`src/rtl/l3w_pkg.sv`:
```
package l3w_pkg;

    typedef enum logic [2:0] {
        ST_IDLE   = 3'd0,
        ST_LEAD   = 3'd1,
        ST_CLK_LO = 3'd2,
        ST_CLK_HI = 3'd3,
        ST_TRAIL  = 3'd4
    } l3w_state_e;

    // Framing level for a state; dat_phase is 1 while the data byte is active.
    function automatic logic mode_level(l3w_state_e st, logic dat_phase);
        logic lvl;
        case (st)
            ST_LEAD, ST_CLK_LO, ST_CLK_HI: lvl = dat_phase;
            ST_TRAIL:                      lvl = ~dat_phase;
            default:                       lvl = 1'b1;
        endcase
        return lvl;
    endfunction

endpackage

```
`src/rtl/l3w_phase_timer.sv`:
```
module l3w_phase_timer #(
    parameter int PHASE_CLKS = 4
) (
    input  logic clk,
    input  logic rst_n,
    input  logic restart_i,
    output logic phase_end_o
);
    generate
        if (PHASE_CLKS <= 1) begin : g_single
            assign phase_end_o = 1'b1;
        end else begin : g_count
            localparam int CW = $clog2(PHASE_CLKS);
            localparam logic [CW-1:0] RELOAD = CW'(PHASE_CLKS - 1);

            logic [CW-1:0] cnt_q;

            always_ff @(posedge clk) begin
                if (!rst_n) begin
                    cnt_q <= RELOAD;
                end else if (restart_i) begin
                    cnt_q <= RELOAD;
                end else if (cnt_q != '0) begin
                    cnt_q <= cnt_q - 1'b1;
                end
            end

            assign phase_end_o = (cnt_q == '0);

            AST_PHASE_COUNT_RANGE: assert property (@(posedge clk) disable iff (!rst_n)
                cnt_q <= RELOAD);
        end
    endgenerate
endmodule

```
`src/rtl/l3w_byte_shifter.sv`:
```
module l3w_byte_shifter #(
    parameter int BYTE_W = 8
) (
    input  logic              clk,
    input  logic              rst_n,
    input  logic              load_i,
    input  logic [BYTE_W-1:0] load_val_i,
    input  logic              shift_i,
    output logic              lsb_o,
    output logic              all_sent_o
);
    localparam int CNTW = $clog2(BYTE_W + 1);
    localparam logic [CNTW-1:0] LAST = CNTW'(BYTE_W);

    logic [BYTE_W-1:0] sh_q;
    logic [CNTW-1:0]   sent_q;

    always_ff @(posedge clk) begin
        if (!rst_n) begin
            sh_q   <= '0;
            sent_q <= '0;
        end else if (load_i) begin
            sh_q   <= load_val_i;
            sent_q <= '0;
        end else if (shift_i) begin
            sh_q   <= {1'b0, sh_q[BYTE_W-1:1]};
            sent_q <= sent_q + 1'b1;
        end
    end

    assign lsb_o      = sh_q[0];
    assign all_sent_o = (sent_q == LAST);

    AST_NO_EXTRA_SHIFT: assert property (@(posedge clk) disable iff (!rst_n)
        shift_i |-> !all_sent_o);
    AST_SENT_RANGE: assert property (@(posedge clk) disable iff (!rst_n)
        sent_q <= LAST);
endmodule

```
`src/rtl/l3_write_master.sv`:
```
module l3_write_master
    import l3w_pkg::*;
#(
    parameter int                PHASE_CLKS = 4,
    parameter int                BYTE_W     = 8,
    parameter logic [BYTE_W-1:0] DEV_ADDR   = BYTE_W'(8'h14)
) (
    input  logic              clk,
    input  logic              rst_n,
    input  logic              start_i,
    input  logic [BYTE_W-1:0] reg_sel_i,
    input  logic [BYTE_W-1:0] wdata_i,
    output logic              busy_o,
    output logic              done_o,
    output logic              l3_mode_o,
    output logic              l3_clk_o,
    output logic              l3_data_o
);
    l3w_state_e        state_q, state_d;
    logic              is_data_q, is_data_d;
    logic [BYTE_W-1:0] hold_q;
    logic              phase_end;
    logic              timer_restart;
    logic              sh_load, sh_shift, sh_lsb, sh_all_sent;
    logic [BYTE_W-1:0] sh_val;
    logic              accept;
    logic              last_end;

    assign accept        = (state_q == ST_IDLE) && start_i;
    assign last_end      = (state_q == ST_TRAIL) && phase_end && is_data_q;
    assign timer_restart = (state_q == ST_IDLE) || phase_end;

    l3w_phase_timer #(.PHASE_CLKS(PHASE_CLKS)) u_timer (
        .clk        (clk),
        .rst_n      (rst_n),
        .restart_i  (timer_restart),
        .phase_end_o(phase_end)
    );

    assign sh_load  = accept || ((state_q == ST_TRAIL) && phase_end && !is_data_q);
    assign sh_val   = (state_q == ST_IDLE) ? (DEV_ADDR | reg_sel_i) : hold_q;
    assign sh_shift = (state_q == ST_CLK_LO) && phase_end;

    l3w_byte_shifter #(.BYTE_W(BYTE_W)) u_shift (
        .clk       (clk),
        .rst_n     (rst_n),
        .load_i    (sh_load),
        .load_val_i(sh_val),
        .shift_i   (sh_shift),
        .lsb_o     (sh_lsb),
        .all_sent_o(sh_all_sent)
    );

    // Next-state logic
    always_comb begin
        state_d   = state_q;
        is_data_d = is_data_q;
        unique case (state_q)
            ST_IDLE: begin
                if (start_i) begin
                    state_d   = ST_LEAD;
                    is_data_d = 1'b0;
                end
            end
            ST_LEAD: begin
                if (phase_end) state_d = ST_CLK_LO;
            end
            ST_CLK_LO: begin
                if (phase_end) state_d = ST_CLK_HI;
            end
            ST_CLK_HI: begin
                if (phase_end) state_d = sh_all_sent ? ST_TRAIL : ST_CLK_LO;
            end
            ST_TRAIL: begin
                if (phase_end) begin
                    if (is_data_q) begin
                        state_d = ST_IDLE;
                    end else begin
                        state_d   = ST_LEAD;
                        is_data_d = 1'b1;
                    end
                end
            end
            default: state_d = ST_IDLE;
        endcase
    end

    // State register
    always_ff @(posedge clk) begin
        if (!rst_n) begin
            state_q   <= ST_IDLE;
            is_data_q <= 1'b0;
            hold_q    <= '0;
        end else begin
            state_q   <= state_d;
            is_data_q <= is_data_d;
            if (accept) hold_q <= wdata_i;
        end
    end

    // Registered pin and status outputs
    always_ff @(posedge clk) begin
        if (!rst_n) begin
            l3_mode_o <= 1'b1;
            l3_clk_o  <= 1'b1;
            l3_data_o <= 1'b0;
            done_o    <= 1'b0;
        end else begin
            l3_mode_o <= mode_level(state_d, is_data_d);
            l3_clk_o  <= (state_d != ST_CLK_LO);
            done_o    <= last_end;
            if (state_d == ST_CLK_LO && state_q != ST_CLK_LO) begin
                l3_data_o <= sh_lsb;
            end else if (last_end) begin
                l3_data_o <= 1'b0;
            end
        end
    end

    assign busy_o = (state_q != ST_IDLE);

    AST_IDLE_FRAME_CLOCK: assert property (@(posedge clk) disable iff (!rst_n)
        !busy_o |-> (l3_mode_o && l3_clk_o));
    AST_IDLE_DATA_LOW: assert property (@(posedge clk) disable iff (!rst_n)
        !busy_o |-> !l3_data_o);
    AST_MODE_STEADY_CLK_LOW: assert property (@(posedge clk) disable iff (!rst_n)
        !l3_clk_o |-> $stable(l3_mode_o));
    AST_DATA_STABLE_ON_RISE: assert property (@(posedge clk) disable iff (!rst_n)
        $rose(l3_clk_o) |-> $stable(l3_data_o));
    AST_DONE_SINGLE: assert property (@(posedge clk) disable iff (!rst_n)
        done_o |=> !done_o);
    AST_DONE_AT_BUSY_FALL: assert property (@(posedge clk) disable iff (!rst_n)
        done_o |-> (!busy_o && $past(busy_o)));
endmodule

```
`config.mk`:
```
export PLATFORM = sky130hd
export DESIGN_NAME = l3_write_master
export DESIGN_NICKNAME = d
export VERILOG_FILES = /design/src/rtl/l3w_pkg.sv /design/src/rtl/l3w_phase_timer.sv /design/src/rtl/l3w_byte_shifter.sv /design/src/rtl/l3_write_master.sv
export SDC_FILE = /design/constraint.sdc
export NUM_CORES = 1
export LEC_CHECK = 0
export CAP_MARGIN = 10
export CORE_UTILIZATION = 40
export DETAILED_ROUTE_END_ITERATION = 8
export HOLD_SLACK_MARGIN = 0.03
export PLACE_DENSITY = 0.72
export SLEW_MARGIN = 20
export SYNTH_ARGS = -nofsm -noshare
export SYNTH_HDL_FRONTEND = slang
export SYNTH_HIERARCHICAL = 1
export SYNTH_SLANG_ARGS = --single-unit
```
`constraint.sdc`:
```
create_clock -name clk -period 2.7 [get_ports clk]
set_clock_uncertainty 0.15 [all_clocks]
set_input_delay 0.405 -clock clk [delete_from_list [all_inputs] [get_ports clk]]
set_output_delay 0.405 -clock clk [all_outputs]
set_load 0.01 [all_outputs]
```
==> qor.yml, run 1 <==
nNetsFinal: 209
min-delay-start: "hold_q[1]$_SDFFE_PN0P_"
die-area_sq_mm: 0.00409
ys_seq_elements: 30
grt_overflow: 0
remaining_drc_errors: 0
fin_crit_ps: 2360
yosysWarningCount: 6
synthArstFlopShare_pct: 0
drt_iter0_drc: 12
worst_slew_pin_slew_ps: 489
end_kind: "output port"
max_freq_ghz: 0.423
crit_path_cell_trace: "or2_1 > nor2_8 > inv_1 > clkdlybuf4s50_1"
post_drt_wl_per_cell_microns: 12.8
final_cell_mix: "dfxtp_1 (30), nand2_1 (22), clkdlybuf4s50_1 (21)"
worstSetupStartpoint: "state_q[0]$_SDFF_PN0_"
cp_top_family: "buffers and inverters"
wl_microns: 2980
grt_usage_pct: 16.3
final_common_cell: "dfxtp_1"
synth_compound_area_share_pct: 13.4
n_antenna_cell: 0
hpwl_microns: 2220
start_util_pct: 41.9
syn_nets: 187
synth_simple_gate_area_share_pct: 25.9
setup_viol: 0
grt_first_pass_wirelength_microns: 5170
synth.distinct_cells: 39
grt_pass1_vias: 1199
grt_max_degree: 15
postCtsSetupBuffers: 0
cts_tree: "yes"
setup_tns_ps: 0
slew_violations: 0
crit_type: "reg -> out"
num_rows: 22
synth_xor_area_share_pct: 1.14
io_pins: 24
cap_violations: 0
io_buffers: 21
synth_top_family_by_area: "simple AND/OR/NAND/NOR gates"
synth_largest_type_area_fraction_pct: 39.2
ant_nets: 0
root_buffer: "clkbuf_8"
synthFlopType: "dfxtp_1"
die_y_microns: 63.9
viasPerCell: 5.11
vdd_ir_drop_max_mv: 0.342
critPathLaunchType: "flip-flop"
hold_viol: 0
synth_top_area_cell: "dfxtp_1"
outcome: "finished, final reports clean"
cts.sinks: 30
cts.path.max_buffers: 2
powerDensity_mw_per_mm2: 521
avgSynthCellArea_sq_um: 9.35
drive_gt1_share_pct: 17.3
synthTopCellsByArea: "dfxtp_1 (39%), mux2_2 (9.5%), nand2_1 (5.4%)"
synthAdderAreaFrac_pct: 3.26
synthMuxAreaShare_pct: 10.8
numCtsBuffers: 5
p_leak_nw: 0.797
path_buf_inv: 2
synth-seq-area-share_pct: 39.2
synthCells: 164
place_congestion: 0.786
coreArea_sq_mm: 0.00366
grt_setup_unrepaired: "no"
rr_startpoint: "u_timer/g_count.cnt_q[0]$_SDFFE_PP1P_"
insertion_delay_ps: 270
slew_headroom_pct: 67.3
cts_hold_buf: 0
regArea_sq_um: 601
grt_antenna_before_repair: 0
slowest_stage: "clkdlybuf4s50_1"
die_x_microns: 63.9
cp_data_arrival_time_ps: 1810
multiInputGateArea_sq_um: 836
fillers: 335
holdWs_ps: 304
hold_path.class: "reg -> reg"
synth_edf_count: 0
finalPower_w: 0.000959
finalCritPeriodShare_pct: 87.5
crit_fanout: 10
cts.clk_slew.worst_paths_ps: 60
syn_area_sq_mm: 0.00153
vias: 1191
syn2layout_area_growth_pct: 20.1
cpPeakStageDelay_ps: 530
cp.required_ps: 2140
cts_resized: 0
firstDrtPassIters: 5
h-tree-depth: 2
[routing by layer]
| metal | vias up | global-route usage [%] | share of wire [%] |
|---|---|---|---|
| li1 | 605 | - | - |
| met1 | 565 | 18.8 | 46 |
| met2 | 16 | 27.9 | 50 |
| met3 | 5 | 4.11 | 2.7 |
| met4 | 0 | 7.39 | 1.6 |
| met5 | - | 0 | 0 |
[synth_stat cells, types with 2 or more instances]
master / number
a21oi_1: 13
and2_1: 2
buf_2: 3
buf_6: 4
clkbuf_1: 2
dfxtp_1: 30
ha_1: 4
inv_1: 8
mux2_2: 13
mux2i_1: 2
nand2_1: 22
nand2b_1: 8
nand3_1: 3
nand3b_1: 2
nand4_1: 2
nor2_1: 7
nor2b_1: 5
nor3b_1: 2
nor4_1: 3
o211a_1: 8
or2_2: 3
[cells by family (layout without fill, tap and decap cells)]
family	Yosys count	count (layout)
and+or+nand+nor	68	68
adders and majority gates	4	4
AOI/OAI and AO/OA	28	28
xor gates and xnor gates	2	2
muxes	15	15
buffers and inverters	17	38
DFF	30	30
[flip-flops by register name, summed over array words and instances (netlist names)]
signal and flops:
hold_q 8, u_shift/sh_q 8, u_shift/sent_q 4, state_q 3, u_timer/g_count.cnt_q 2, done_o 1, is_data_q 1, l3_clk_o 1
l3_data_o 1, l3_mode_o 1
[power breakdown]
group	internal, W	switching, W
registers	0.000466	0.0000123
logic	0.0000766	0.0000594
clock network	0.000196	0.000149
total	0.000738	0.000221
[final timing paths]
kind                                    end  slack (ps)  cells after the start
max                                  busy_o         340                      4
min                  hold_q[1]$_SDFFE_PN0P_         300                      2
max reg2reg  u_shift/sent_q[3]$_SDFFE_PP0P_         440                      7
min reg2reg          hold_q[1]$_SDFFE_PN0P_         300                      2
[cell type report]
| type | instances | area share [%] |
|---|---|---|
| multi-input cells | 117 | 45.4 |
| flip-flops and latches | 30 | 32.6 |
| repair buffers | 24 | 12.6 |
| clock buffers | 6 | 4.48 |
| well taps | 48 | 3.26 |
| inverters | 8 | 1.63 |
[metrics by stage]
step	area, sq um	setup slack, ps	std cells	util (%)
2_1_floorplan	1530	567	164	-
3_3_place_gp	1760	505	227	48.1
3_5_place_dp	1760	457	227	48.1
4_1_cts	1840	327	233	50.3
5_1_grt	1840	261	233	50.3
6_report	1840	339	233	50.3
[tightest hold or removal path, stage by stage, from the launching register on]
cell and delay, ps:
dfxtp_1 310, nand2_1 50, a21oi_1 50
(Power assumes the default switching activity.)
==> run 2, diff against run 1 <==
--- a/config.mk
+++ b/config.mk
@@ -7,6 +7,7 @@
 export LEC_CHECK = 0
 export CAP_MARGIN = 10
 export CORE_UTILIZATION = 40
+export CTS_BUF_LIST = sky130_fd_sc_hd__clkbuf_4
 export DETAILED_ROUTE_END_ITERATION = 8
 export HOLD_SLACK_MARGIN = 0.03
 export PLACE_DENSITY = 0.72
==> run 2 against run 1 <==
Die area stayed put. Sequential power is essentially flat. Sequential cell count did not move. Clock power fell by 35%. Combinational power hardly changed. Critical path depth unchanged. First-iteration DRC count increased by 58%. Global-route usage is the same. Largest cell class unchanged. Design area is 2.2% lower. Register-to-register slack improved by 20 ps. Highest routed layer unchanged. Worst setup slack worse by 46 ps.
==> qor.yml, run 2 (same netlist as run 1, synthesis figures left out) <==
postCtsSetupBuffers: 0
powerDensity_mw_per_mm2: 465
viasPerCell: 5.10
start_util_pct: 41.9
setup_tns_ps: 0
worstSetupStartpoint: "state_q[0]$_SDFF_PN0_"
grtUsageMet1_pct: 19.3
drive_gt1_share_pct: 16.8
fillers: 345
finalCritPeriodShare_pct: 89.2
top_usage_layer: "met2"
slew_violations: 0
root_buffer: "clkbuf_4"
cellInternalPower_w: 0.000630
cts.sinks: 30
r2r_setup_slack_ps: 460
worst_slew_pin_slew_ps: 489
cap_violations: 0
cts_resized: 0
insertion_delay_ps: 310
die-area_sq_mm: 0.00409
r2r_cells: 7
vdd_ir_drop_max_mv: 0.265
cp.required_ps: 2140
seqPwrFrac_pct: 56.9
grt_usage_pct: 16.3
grt_setup_unrepaired: "no"
switching_share_pct: 24.8
grt_overflow: 0
reg_top3: "hold_q: 8 flops, u_shift/sh_q: 8 flops, u_shift/sent_q: 4 flops"
crit_fanout: 10
rr_startpoint: "u_timer/g_count.cnt_q[0]$_SDFFE_PP1P_"
syn2layout_area_growth_pct: 17.4
use_met3_pct: 3.57
p_leak_nw: 0.779
coreArea_sq_mm: 0.00366
combinationalPowerShare_pct: 16.2
met2_usage_pct: 27.1
grt_first_pass_wirelength_microns: 5130
slew_headroom_pct: 67.3
hold_path.class: "reg -> reg"
cts_hold_buf: 0
grt_antenna_before_repair: 0
fin_crit_ps: 2410
h-tree-depth: 2
nNetsFinal: 209
multiInputGateArea_sq_um: 836
place_congestion: 0.786
cp-endpoint: "busy_o"
grt_pass1_vias: 1184
cp_data_arrival_time_ps: 1850
hpwl_microns: 2220
holdWs_ps: 308
drt_iter0_drc: 19
rr_endpoint: "u_shift/sent_q[3]$_SDFFE_PP0P_"
vias: 1188
wl_microns: 2940
p_switching_w: 0.000208
io_pins: 24
remaining_drc_errors: 0
final_cell_mix: "dfxtp_1 (30), nand2_1 (22), clkdlybuf4s50_1 (21)"
die_y_microns: 63.9
setup_viol: 0
hold_viol: 0
end_kind: "output port"
numCtsBuffers: 5
critPathLaunchType: "flip-flop"
num_rows: 22
n_antenna_cell: 0
die_x_microns: 63.9
grt_max_degree: 15
ant_nets: 0
post_drt_wl_per_cell_microns: 12.6
regArea_sq_um: 601
final_common_cell: "dfxtp_1"
io_buffers: 21
crit_type: "reg -> out"
firstDrtPassIters: 5
cts.clk_slew.worst_paths_ps: 80
cts_tree: "yes"
cts.path.max_buffers: 2
outcome: "finished, final reports clean"
max_freq_ghz: 0.415
clockPowerShare_pct: 26.9
[run 2: changes by cell type in the layout (fill, tap and decap cells not counted), sizes merged]
cell	before	now
clkinv	0	1
clkbuf	6	5
[run 2: area by class of cell]
type	count	share of cell area (%)
multi-input combinational	117	46.4
sequential	30	33.4
timing repair buffer	24	12.9
tap	48	3.34
clock buffer	5	2.08
inverter	8	1.67
clock inverter	1	0.208
[run 2: worst min-delay path by stage]
stage          slack [ps]  cells past startpoint                   start                     end
2_1_floorplan         280                      2  hold_q[2]$_SDFFE_PN0P_  hold_q[2]$_SDFFE_PN0P_
3_3_place_gp          290                      2  hold_q[3]$_SDFFE_PN0P_  hold_q[3]$_SDFFE_PN0P_
3_5_place_dp          300                      2  hold_q[1]$_SDFFE_PN0P_  hold_q[1]$_SDFFE_PN0P_
4_1_cts               310                      2  hold_q[1]$_SDFFE_PN0P_  hold_q[1]$_SDFFE_PN0P_
5_1_grt               340                      2  hold_q[1]$_SDFFE_PN0P_  hold_q[1]$_SDFFE_PN0P_
6_report              310                      2  hold_q[1]$_SDFFE_PN0P_  hold_q[1]$_SDFFE_PN0P_
[run 2: per-stage QoR]
step | area (sq um) | utilization [%] | std cells | setup slack (ps) | power, W
after floorplan | 1530 | - | 164 | 567 | 0.000578
after global placement | 1760 | 48.1 | 227 | 505 | 0.000618
after detailed placement | 1760 | 48.1 | 227 | 457 | 0.000624
after CTS | 1800 | 49.2 | 233 | 263 | 0.000850
after global routing | 1800 | 49.2 | 233 | 188 | 0.000893
final | 1800 | 49.2 | 233 | 292 | 0.000838
[run 2: metal layers]
layer | wire length, microns | part of all wire [%]
met4 | 59 | 2.0
met2 | 1470 | 50
met1 | 1350 | 46
met3 | 65 | 2.2
met5 | 0 | 0
[run 2: worst max-delay path, cell delays in order, from the launching register on]
cell and delay, ps:
dfxtp_1 470, or2_1 380, nor2_8 90, inv_1 70, clkdlybuf4s50_1 530
[run 2: power groups by stage]
stage                     sequential (W)  combinational, W  clock [W]
after detailed placement        0.000487          0.000137          0
after CTS                       0.000477          0.000137   0.000235
after global routing            0.000480          0.000150   0.000263
after global placement          0.000486          0.000132          0
after floorplan                 0.000483         0.0000951          0
final                           0.000477          0.000136   0.000225
==> run 3, diff against run 2 <==
--- a/config.mk
+++ b/config.mk
@@ -6,6 +6,7 @@
 export NUM_CORES = 1
 export LEC_CHECK = 0
 export CAP_MARGIN = 10
+export CORE_MARGIN = 2
 export CORE_UTILIZATION = 40
 export CTS_BUF_LIST = sky130_fd_sc_hd__clkbuf_4
 export DETAILED_ROUTE_END_ITERATION = 8
==> run 3 against run 2 <==
Hold slack lost 0.57 ps. Combinational power about the same. Critical path depth stayed put. Wire length up 1.2%. Largest power group unchanged. Non-clock buffer count is the same. Total power up 4.5%. Via count shrank 2.4%. Register-to-register slack worse by 20 ps. Sequential cell count stayed put.
==> qor.yml, run 3 (same netlist as run 1, synthesis figures left out) <==
switching_share_pct: 24.8
cp_data_arrival_time_ps: 1870
combinationalPowerShare_pct: 15.3
io_pins: 24
wl_microns: 2980
grt_max_degree: 15
die-area_sq_mm: 0.00435
ant_nets: 0
crit_type: "reg -> out"
hold_viol: 0
clockPowerShare_pct: 30.2
vias: 1159
vdd_ir_drop_max_mv: 0.286
use_met3_pct: 4.77
dp_slack_ps: 283
die_y_microns: 65.9
io_buffers: 21
cts.path.max_buffers: 2
met2_usage_pct: 26.6
crit_fanout: 10
insertion_delay_ps: 320
grtUsageMet1_pct: 18.2
grt_overflow: 0
seqPwrFrac_pct: 54.5
die_x_microns: 65.9
coreArea_sq_mm: 0.00366
viasPerCell: 4.95
numCtsBuffers: 5
setup_viol: 0
grt_antenna_before_repair: 0
start_util_pct: 41.9
grt_pass1_vias: 1198
cts.clk_slew.worst_paths_ps: 90
grt_first_pass_wirelength_microns: 5260
slew_violations: 0
post_drt_wl_per_cell_microns: 12.7
end_kind: "output port"
finalPower_w: 0.000875
h-tree-depth: 2
critPathLaunchType: "flip-flop"
place_congestion: 0.818
n_antenna_cell: 0
worst_slew_pin_slew_ps: 524
powerDensity_mw_per_mm2: 483
p_switching_w: 0.000217
grt_usage_pct: 15.8
outcome: "finished, final reports clean"
grt_setup_unrepaired: "no"
multiInputGateArea_sq_um: 836
fillers: 345
max_freq_ghz: 0.412
syn2layout_area_growth_pct: 18.1
cts_resized: 0
root_buffer: "clkbuf_4"
drive_gt1_share_pct: 17.7
fin_area_sq_mm: 0.00181
timing.final.ws_setup_ps: 272
regArea_sq_um: 601
reg_top3: "hold_q: 8 flops, u_shift/sh_q: 8 flops, u_shift/sent_q: 4 flops"
slew_headroom_pct: 65.0
hold_path.class: "reg -> reg"
remaining_drc_errors: 0
post_dp_cell_area_sq_mm: 0.00176
top_usage_layer: "met2"
setup_tns_ps: 0
postCtsSetupBuffers: 0
cellInternalPower_w: 0.000658
p_leak_nw: 0.787
cap_violations: 0
cts_tree: "yes"
fin_crit_ps: 2430
hpwl_microns: 2170
cts_hold_buf: 0
num_rows: 22
finalCritPeriodShare_pct: 89.9
firstDrtPassIters: 4
nNetsFinal: 209
cts.sinks: 30
final_common_cell: "dfxtp_1"
final_cell_mix: "dfxtp_1 (30), nand2_1 (22), clkdlybuf4s50_1 (21)"
r2r_setup_slack_ps: 440
cp.required_ps: 2140
drt_iter0_drc: 22
[run 3: changes by cell type in the layout (fill, tap and decap cells not counted), sizes merged]
cell	delta
clkbuf	+2
clkinv	-1
[run 3: layer usage]
metal	wire length (microns)	part of all wire, %	up-vias
met2	1460	49	13
li1	-	-	611
met4	34	1.1	0
met1	1410	47	533
met5	0	0	-
met3	80	2.7	2
[run 3: worst paths after layout]
check                              start                             end  cells past startpoint
setup / recovery   state_q[0]$_SDFF_PN0_                          busy_o                      4
hold / removal    hold_q[3]$_SDFFE_PN0P_          hold_q[3]$_SDFFE_PN0P_                      2
setup reg to reg   state_q[2]$_SDFF_PN0_  u_shift/sent_q[3]$_SDFFE_PP0P_                      5
hold reg to reg   hold_q[3]$_SDFFE_PN0P_          hold_q[3]$_SDFFE_PN0P_                      2
[run 3: area by class of cell]
| class | instances | area share (%) |
|---|---|---|
| Multi-Input combinational cell | 117 | 46.1 |
| Clock buffer | 7 | 2.90 |
| Sequential cell | 30 | 33.1 |
| Timing Repair Buffer | 24 | 12.8 |
| Inverter | 8 | 1.66 |
| Tap cell | 48 | 3.31 |
[run 3: per-stage QoR]
| stage | cells | hold WS [ps] | util [%] |
|---|---|---|---|
| final | 234 | 307 | 49.5 |
| after floorplan | 164 | 282 | - |
| after global routing | 234 | 345 | 49.5 |
| after global placement | 227 | 292 | 48.1 |
| after CTS | 234 | 309 | 49.5 |
| after detailed placement | 227 | 296 | 48.1 |
[run 3: power groups by stage]
stage | sequential, W | clock, W | combinational [W]
finish | 0.000477 | 0.000264 | 0.000134
global route | 0.000480 | 0.000296 | 0.000148
detailed placement | 0.000487 | 0 | 0.000135
CTS | 0.000477 | 0.000277 | 0.000135
global placement | 0.000486 | 0 | 0.000130
floorplan | 0.000483 | 0 | 0.0000951
[run 3: worst max-delay path, cell delays in order, from the launching register on]
cell and delay, ps:
dfxtp_1 470, or2_1 390, nor2_8 90, inv_1 70, clkdlybuf4s50_1 520
